===== config.mk =====
export PLATFORM = sky130hd
export DESIGN_NAME = irq_regwin_ctrl
export DESIGN_NICKNAME = d
export VERILOG_FILES = /design/src/rtl/irq_regwin_pkg.sv /design/src/rtl/irq_regwin_rst_sync.sv /design/src/rtl/irq_regwin_decode.sv /design/src/rtl/irq_regwin_entry.sv /design/src/rtl/irq_regwin_rdmux.sv /design/src/rtl/irq_regwin_ctrl.sv
export SDC_FILE = /design/constraint.sdc
export NUM_CORES = 2
export LEC_CHECK = 0
export ABC_CLOCK_PERIOD_IN_PS = 111800
export CAP_MARGIN = 5
export CORE_AREA = 2 2 669 671
export DETAILED_ROUTE_END_ITERATION = 7
export DIE_AREA = 0 0 671 673
export GPL_ROUTABILITY_DRIVEN = 1
export PLACE_DENSITY = 0.38
export SYNTH_ARGS = -nofsm -noshare
export SYNTH_HDL_FRONTEND = slang
export SYNTH_SLANG_ARGS = --single-unit

===== constraint.sdc =====
create_clock -name clk -period 111.8 [get_ports clk]
set_input_delay 33.54 -clock clk [delete_from_list [all_inputs] [get_ports clk]]
set_output_delay 33.54 -clock clk [all_outputs]
set_load 0.05 [all_outputs]

===== src/rtl/irq_regwin_pkg.sv =====
package irq_regwin_pkg;
  localparam int unsigned ENT_W      = 64;
  localparam int unsigned HALF_W     = 32;
  localparam int unsigned ID_W       = 4;
  localparam int unsigned ID_LSB     = 24;
  localparam int unsigned MAXENT_LSB = 16;

  // bus offsets (low address byte)
  localparam logic [7:0] OFS_SEL = 8'h00;
  localparam logic [7:0] OFS_WIN = 8'h10;
  localparam logic [7:0] OFS_EOI = 8'h40;

  // select codes
  localparam logic [7:0] SEL_ID  = 8'h00;
  localparam logic [7:0] SEL_VER = 8'h01;
  localparam logic [7:0] SEL_ARB = 8'h02;
  localparam logic [7:0] SEL_TBL = 8'h10;

  // entry bit positions
  localparam int unsigned BIT_DLV  = 12;
  localparam int unsigned BIT_RIRR = 14;
  localparam int unsigned BIT_TRIG = 15;
  localparam int unsigned BIT_MASK = 16;

  localparam logic [ENT_W-1:0] RO_MASK = (ENT_W'(1) << BIT_RIRR) | (ENT_W'(1) << BIT_DLV);
  localparam logic [ENT_W-1:0] ENT_RST = ENT_W'(1) << BIT_MASK;

  typedef enum logic [1:0] {TGT_NONE, TGT_SEL, TGT_WIN, TGT_EOI} tgt_e;
  typedef enum logic [2:0] {WIN_NONE, WIN_ID, WIN_VER, WIN_ARB, WIN_TBL} win_e;
endpackage


===== src/rtl/irq_regwin_rst_sync.sv =====
module irq_regwin_rst_sync (
  input  logic clk,
  input  logic rst_n,
  output logic rst_sn
);
  logic [1:0] stage_q;

  always_ff @(posedge clk or negedge rst_n) begin
    if (!rst_n) stage_q <= 2'b00;
    else        stage_q <= {stage_q[0], 1'b1};
  end

  assign rst_sn = stage_q[1];
endmodule


===== src/rtl/irq_regwin_decode.sv =====
module irq_regwin_decode
  import irq_regwin_pkg::*;
#(
  parameter int unsigned NPINS = 24,
  parameter int unsigned IDX_W = $clog2(NPINS)
) (
  input  logic [7:0]       ofs,
  input  logic [2:0]       size,
  input  logic [7:0]       sel,
  output tgt_e             tgt,
  output logic             size_ok,
  output win_e             win,
  output logic [IDX_W-1:0] idx,
  output logic             hi
);
  localparam int unsigned SPAN = 2 * NPINS;

  logic [8:0] rel;
  logic       in_tbl;

  always_comb begin
    unique case (ofs)
      OFS_SEL: tgt = TGT_SEL;
      OFS_WIN: tgt = TGT_WIN;
      OFS_EOI: tgt = TGT_EOI;
      default: tgt = TGT_NONE;
    endcase
  end

  assign size_ok = (size == 3'd4);
  assign rel     = {1'b0, sel} - {1'b0, SEL_TBL};
  assign in_tbl  = !rel[8] && (rel < 9'(SPAN));
  assign idx     = rel[IDX_W:1];
  assign hi      = sel[0];

  always_comb begin
    if (sel == SEL_ID)       win = WIN_ID;
    else if (sel == SEL_VER) win = WIN_VER;
    else if (sel == SEL_ARB) win = WIN_ARB;
    else if (in_tbl)         win = WIN_TBL;
    else                     win = WIN_NONE;
  end
endmodule


===== src/rtl/irq_regwin_entry.sv =====
module irq_regwin_entry
  import irq_regwin_pkg::*;
(
  input  logic              clk,
  input  logic              rst_n,
  input  logic              wr_en,
  input  logic              wr_hi,
  input  logic [HALF_W-1:0] wr_data,
  input  logic              rirr_set,
  input  logic              rirr_clr,
  input  logic              dlv_stat,
  output logic [ENT_W-1:0]  ent_q
);
  logic [ENT_W-1:0] base, merged, ent_d;
  logic             ent_en;

  always_comb begin
    base           = ent_q;
    base[BIT_DLV]  = dlv_stat;
    if (rirr_set) base[BIT_RIRR] = 1'b1;
    if (rirr_clr) base[BIT_RIRR] = 1'b0;

    merged = wr_hi ? {wr_data, base[HALF_W-1:0]} : {base[ENT_W-1:HALF_W], wr_data};
    merged = (merged & ~RO_MASK) | (base & RO_MASK);
    if (!merged[BIT_TRIG]) merged[BIT_RIRR] = 1'b0;

    ent_d  = wr_en ? merged : base;
    ent_en = wr_en | rirr_set | rirr_clr | (dlv_stat != ent_q[BIT_DLV]);
  end

  always_ff @(posedge clk or negedge rst_n) begin
    if (!rst_n)      ent_q <= ENT_RST;
    else if (ent_en) ent_q <= ent_d;
  end
endmodule


===== src/rtl/irq_regwin_rdmux.sv =====
module irq_regwin_rdmux
  import irq_regwin_pkg::*;
#(
  parameter int unsigned NPINS   = 24,
  parameter int unsigned IDX_W   = $clog2(NPINS),
  parameter logic [7:0]  VERSION = 8'h20
) (
  input  tgt_e                   tgt,
  input  logic                   size_ok,
  input  win_e                   win,
  input  logic [IDX_W-1:0]       idx,
  input  logic                   hi,
  input  logic [NPINS*ENT_W-1:0] ent_flat,
  input  logic [ID_W-1:0]        id,
  input  logic [7:0]             sel,
  output logic [HALF_W-1:0]      rdata
);
  localparam logic [HALF_W-1:0] VER_WORD =
    HALF_W'(VERSION) | (HALF_W'(NPINS - 1) << MAXENT_LSB);

  logic [ENT_W-1:0] ent_pick;

  assign ent_pick = ent_flat[idx*ENT_W +: ENT_W];

  always_comb begin
    rdata = '0;
    case (tgt)
      TGT_SEL: rdata = HALF_W'(sel);
      TGT_WIN: begin
        if (size_ok) begin
          case (win)
            WIN_ID, WIN_ARB: rdata = HALF_W'(id) << ID_LSB;
            WIN_VER:         rdata = VER_WORD;
            WIN_TBL:         rdata = hi ? ent_pick[ENT_W-1:HALF_W] : ent_pick[HALF_W-1:0];
            default:         rdata = '0;
          endcase
        end
      end
      default: rdata = '0;
    endcase
  end
endmodule


===== src/rtl/irq_regwin_ctrl.sv =====
module irq_regwin_ctrl
  import irq_regwin_pkg::*;
#(
  parameter int unsigned ADDR_W  = 12,
  parameter int unsigned NPINS   = 24,
  parameter logic [7:0]  VERSION = 8'h20
) (
  input  logic                   clk,
  input  logic                   rst_n,
  input  logic [ADDR_W-1:0]      bus_addr,
  input  logic                   bus_we,
  input  logic [2:0]             bus_size,
  input  logic [HALF_W-1:0]      bus_wdata,
  output logic [HALF_W-1:0]      bus_rdata,
  input  logic [NPINS-1:0]       eng_rirr_set,
  input  logic [NPINS-1:0]       eng_rirr_clr,
  input  logic [NPINS-1:0]       eng_dlv_stat,
  output logic [NPINS*ENT_W-1:0] tbl_flat,
  output logic                   svc_req,
  output logic [NPINS-1:0]       storm_clr,
  output logic                   eoi_valid,
  output logic [7:0]             eoi_vector
);
  localparam int unsigned IDX_W   = $clog2(NPINS);
  localparam logic        EOI_ENA = (VERSION == 8'h20);

  logic             rst_sn;
  logic [7:0]       ofs;
  tgt_e             tgt;
  win_e             win;
  logic             size_ok, hi;
  logic [IDX_W-1:0] idx;
  logic             unused_addr_hi;

  logic [7:0]       sel_q, sel_d;
  logic             sel_en;
  logic [ID_W-1:0]  id_q, id_d;
  logic             id_en;
  logic             win_wr, tbl_wr, eoi_fire;
  logic             svc_d;
  logic [NPINS-1:0] storm_d;
  logic             eoi_v_d;
  logic [7:0]       eoi_vec_d;

  irq_regwin_rst_sync u_rst (
    .clk    (clk),
    .rst_n  (rst_n),
    .rst_sn (rst_sn)
  );

  assign ofs            = bus_addr[7:0];
  assign unused_addr_hi = ^bus_addr;

  irq_regwin_decode #(.NPINS(NPINS), .IDX_W(IDX_W)) u_dec (
    .ofs     (ofs),
    .size    (bus_size),
    .sel     (sel_q),
    .tgt     (tgt),
    .size_ok (size_ok),
    .win     (win),
    .idx     (idx),
    .hi      (hi)
  );

  // write qualification
  always_comb begin
    win_wr   = bus_we && (tgt == TGT_WIN) && size_ok;
    tbl_wr   = win_wr && (win == WIN_TBL);
    sel_en   = bus_we && (tgt == TGT_SEL);
    sel_d    = bus_wdata[7:0];
    id_en    = win_wr && (win == WIN_ID);
    id_d     = bus_wdata[ID_LSB +: ID_W];
    eoi_fire = EOI_ENA && bus_we && (tgt == TGT_EOI) && size_ok;
    svc_d    = tbl_wr;
    storm_d  = '0;
    if (tbl_wr) storm_d[idx] = 1'b1;
    eoi_v_d   = eoi_fire;
    eoi_vec_d = bus_wdata[7:0];
  end

  always_ff @(posedge clk or negedge rst_sn) begin
    if (!rst_sn) begin
      sel_q <= '0;
      id_q  <= '0;
    end else begin
      if (sel_en) sel_q <= sel_d;
      if (id_en)  id_q  <= id_d;
    end
  end

  always_ff @(posedge clk or negedge rst_sn) begin
    if (!rst_sn) begin
      svc_req    <= 1'b0;
      storm_clr  <= '0;
      eoi_valid  <= 1'b0;
      eoi_vector <= '0;
    end else begin
      svc_req   <= svc_d;
      storm_clr <= storm_d;
      eoi_valid <= eoi_v_d;
      if (eoi_fire) eoi_vector <= eoi_vec_d;
    end
  end

  for (genvar g = 0; g < NPINS; g++) begin : g_ent
    logic wr_this;
    assign wr_this = tbl_wr && (idx == IDX_W'(g));

    irq_regwin_entry u_ent (
      .clk      (clk),
      .rst_n    (rst_sn),
      .wr_en    (wr_this),
      .wr_hi    (hi),
      .wr_data  (bus_wdata),
      .rirr_set (eng_rirr_set[g]),
      .rirr_clr (eng_rirr_clr[g]),
      .dlv_stat (eng_dlv_stat[g]),
      .ent_q    (tbl_flat[g*ENT_W +: ENT_W])
    );
  end

  irq_regwin_rdmux #(.NPINS(NPINS), .IDX_W(IDX_W), .VERSION(VERSION)) u_rd (
    .tgt      (tgt),
    .size_ok  (size_ok),
    .win      (win),
    .idx      (idx),
    .hi       (hi),
    .ent_flat (tbl_flat),
    .id       (id_q),
    .sel      (sel_q),
    .rdata    (bus_rdata)
  );
endmodule


==> flow_summary.ini <==
[status]
status = complete, no violations

[setup_path]
critPathRequiredTime_ns = 78.26
startpoint_type = primary input
end_kind = primary output
reg2reg_slack_ns = 105.68
reg2reg_depth = 7
startpoint = bus_addr[3]
setup.worst_path.end = bus_rdata[25]
worst-path-max-fanout = 14
rr_startpoint = u_rst.stage_q[1]$_DFF_PN0_
critPathArrivalTime_ns = 38.18
worst-setup-path-type = in -> out

[finish]
final_area_um2 = 103000
fin_nets = 6372
areaGrowthSynthToFinish_pct = 43.0
n_fill_cell = 46600
drive_above_1_share_pct = 39.6

[clock_tree]
cts_sinks = 1584
numCtsBuffers = 213
cts_max_path_buffers = 4
cts_tree = yes
clk_transition_reported_paths_ns = 0.06
ctsHoldBuffers = 0
post_cts_buffers = 0
clk_latency_ns = 0.93
root_buffer = clkbuf_16
ctsResizeCount = 0
h-tree-depth = 4

[grt]
grt_pass1_wl_mm = 622
grt_max_degree = 143
grt_use_total_pct = 20.9
grt_pass1_vias = 53800
grt_overflow = 0
grt_antenna_before_repair = 67

[timing]
fin_ws_ns = 40.08
finalSetupViolations = 0
rsz0062_at_grt = no
relSlewSlack_pct = 14.5
slew_viol_final = 0
period_share_pct = 64.2
tns_ns = 0
hold_viol = 0
finalClockSkew_ns = 0.0781
tightest_slew_ns = 1.28
whs_ns = 0.327
max_freq_mhz = 13.9
period_minus_slack_ns = 71.73

[power_and_ir_drop]
power.total_w = 0.00137
peakVddDrop_v = 0.0000118
power_density_nw_per_um2 = 13.3
leakage_nw = 44.6

[synth]
synth_top_cell_by_area = dfrtp_1
synth_ff_type = dfrtp_1
yosysTopAreaCellShare_pct = 54.2
synth-seq-cells = 1584
ys_top_cells_by_area = dfrtp_1 54%, mux2_2 23%, mux4_2 13%
syn_area_per_cell_um2 = 15.5
synth_warnings = 0
yosys.cell_types.count = 57
ys_seq_area_share_pct = 55.1
syn_inst = 4644
synth_edf_count = 0
async_flop_share_pct = 100
syn_area_um2 = 72000
synthesis.nets = 4774

[drt]
antenna_left = 0
vias_per_cell = 4.26
route.detailed.wl_per_inst_um = 39.4
drtIter0Drc = 3967
route.vias.total = 52700
drc = 0
first_pass_iters = 5
routed_wirelength_mm = 488

[floorplan]
die_h_um = 673
die_area_um2 = 452000
dieWidth_um = 671
rows = 245
io_pins = 1724
coreArea_um2 = 444000
initial_core_util_pct = 16.2

[placement]
placed_cell_area_um2 = 95900
gp_congestion = 0.813
dp_slack_ns = 40.06
hpwl_mm = 368
io_buffers = 1719

[worst_hold_path]
min_path_type = reg -> async

[job]
cap_violations = 0
==> worst max-delay path, stage by stage <==
cell,delay [ns]
clkdlybuf4s50_1,0.40
nor4_1,0.38
nand3_1,0.29
inv_1,0.16
ha_1,0.15
nor4bb_1,0.55
nor2b_1,0.40
and2_1,0.30
buf_4,0.33
o21ai_0,0.15
o21ai_0,0.49
clkdlybuf4s50_1,1.02
==> per-layer routing <==
metal	up-vias	wire length (µm)	part of all wire, %	GRT usage, %
met4	4	13500	2.8	5.33
li1	20600	-	-	-
met1	29600	207000	42	26.9
met5	-	26	0.0053	0
met3	403	38300	7.8	6.18
met2	2099	229000	47	34.1
==> cells by family (layout without fill, tap and decap cells) <==
kind of cell    after synthesis  after routing  synth area share [%]
buf+inv                     483           2249                  3.02
mux                        1984           1984                  37.6
simple gates                362            362                  2.14
xor+xnor                      1              1                0.0122
flops                      1584           1584                  55.1
compound gates              221            221                  1.94
other cells                   1             36               0.00521
fa+ha+maj                     8              8                 0.139
==> power by group <==
group / leakage (nW) / switching (W) / internal (W)
clock network: 3.44 / 0.000296 / 0.000405
logic: 19.3 / 0.0000705 / 0.0000232
registers: 21.9 / 0.00000444 / 0.000575
==> through the flow <==
step           cells  util, %
3_5_place_dp   12000     21.6
6_report       12400     23.2
3_3_place_gp   12000     21.6
4_1_cts        12300     23.2
2_1_floorplan   4644        -
5_1_grt        12400     23.2
==> synthesized netlist by cell type (3+ instances only) <==
cell type	count
dfrtp_1	1560
mux2_2	1494
mux4_2	425
clkbuf_1	236
buf_2	193
nand2_1	179
nor2_1	98
o21ai_0	60
mux2i_1	55
a21oi_1	50
o22ai_1	31
nand3_1	26
a311oi_1	24
dfstp_2	24
buf_1	21
nor3_1	21
buf_4	17
mux2_4	10
a22oi_1	9
nor2b_1	9
ha_1	8
inv_1	8
buf_6	7
a31oi_1	6
and2_1	6
o211ai_1	6
a22o_1	5
o221ai_1	5
o31ai_1	5
a211oi_1	4
a2111oi_0	3
nand2_2	3
o32ai_1	3
==> worst min path at each step <==
stage / startpoint / to / slack, ns / cells after the start
6_report: u_rst.stage_q[1]$_DFF_PN0_ / async pin / 0.33 / 0
5_1_grt: u_rst.stage_q[0]$_DFF_PN0_ / u_rst.stage_q[1]$_DFF_PN0_ / 0.35 / 0
4_1_cts: u_rst.stage_q[1]$_DFF_PN0_ / async pin / 0.35 / 0
3_5_place_dp: u_rst.stage_q[0]$_DFF_PN0_ / u_rst.stage_q[1]$_DFF_PN0_ / 0.34 / 0
3_3_place_gp: u_rst.stage_q[0]$_DFF_PN0_ / u_rst.stage_q[1]$_DFF_PN0_ / 0.34 / 0
2_1_floorplan: u_rst.stage_q[0]$_DFF_PN0_ / u_rst.stage_q[1]$_DFF_PN0_ / 0.33 / 0
==> layout by cell type (no fill, tap or decap), types with 54 or more instances in the layout <==
cell	count
mux4_2	425
mux2_2	1494
dfrtp_1	1554
clkdlybuf4s50_1	1682
nand2_1	153
mux2i_1	54
nor2_1	84
clkbuf_16	216
buf_4	146
o21ai_0	60
==> cell type report <==
cell class,instances,area (µm²),area share [%]
Sequential cell,1584,39700,38.5
Multi-Input combinational cell,2577,30600,29.7
Timing Repair Buffer,1857,18200,17.6
Tap cell,5928,7420,7.20
Clock buffer,315,6260,6.08
Clock inverter,68,716,0.695
Antenna cell,35,87.6,0.0851
Inverter,9,46.3,0.0450
Power figures use the tool's default switching activity.
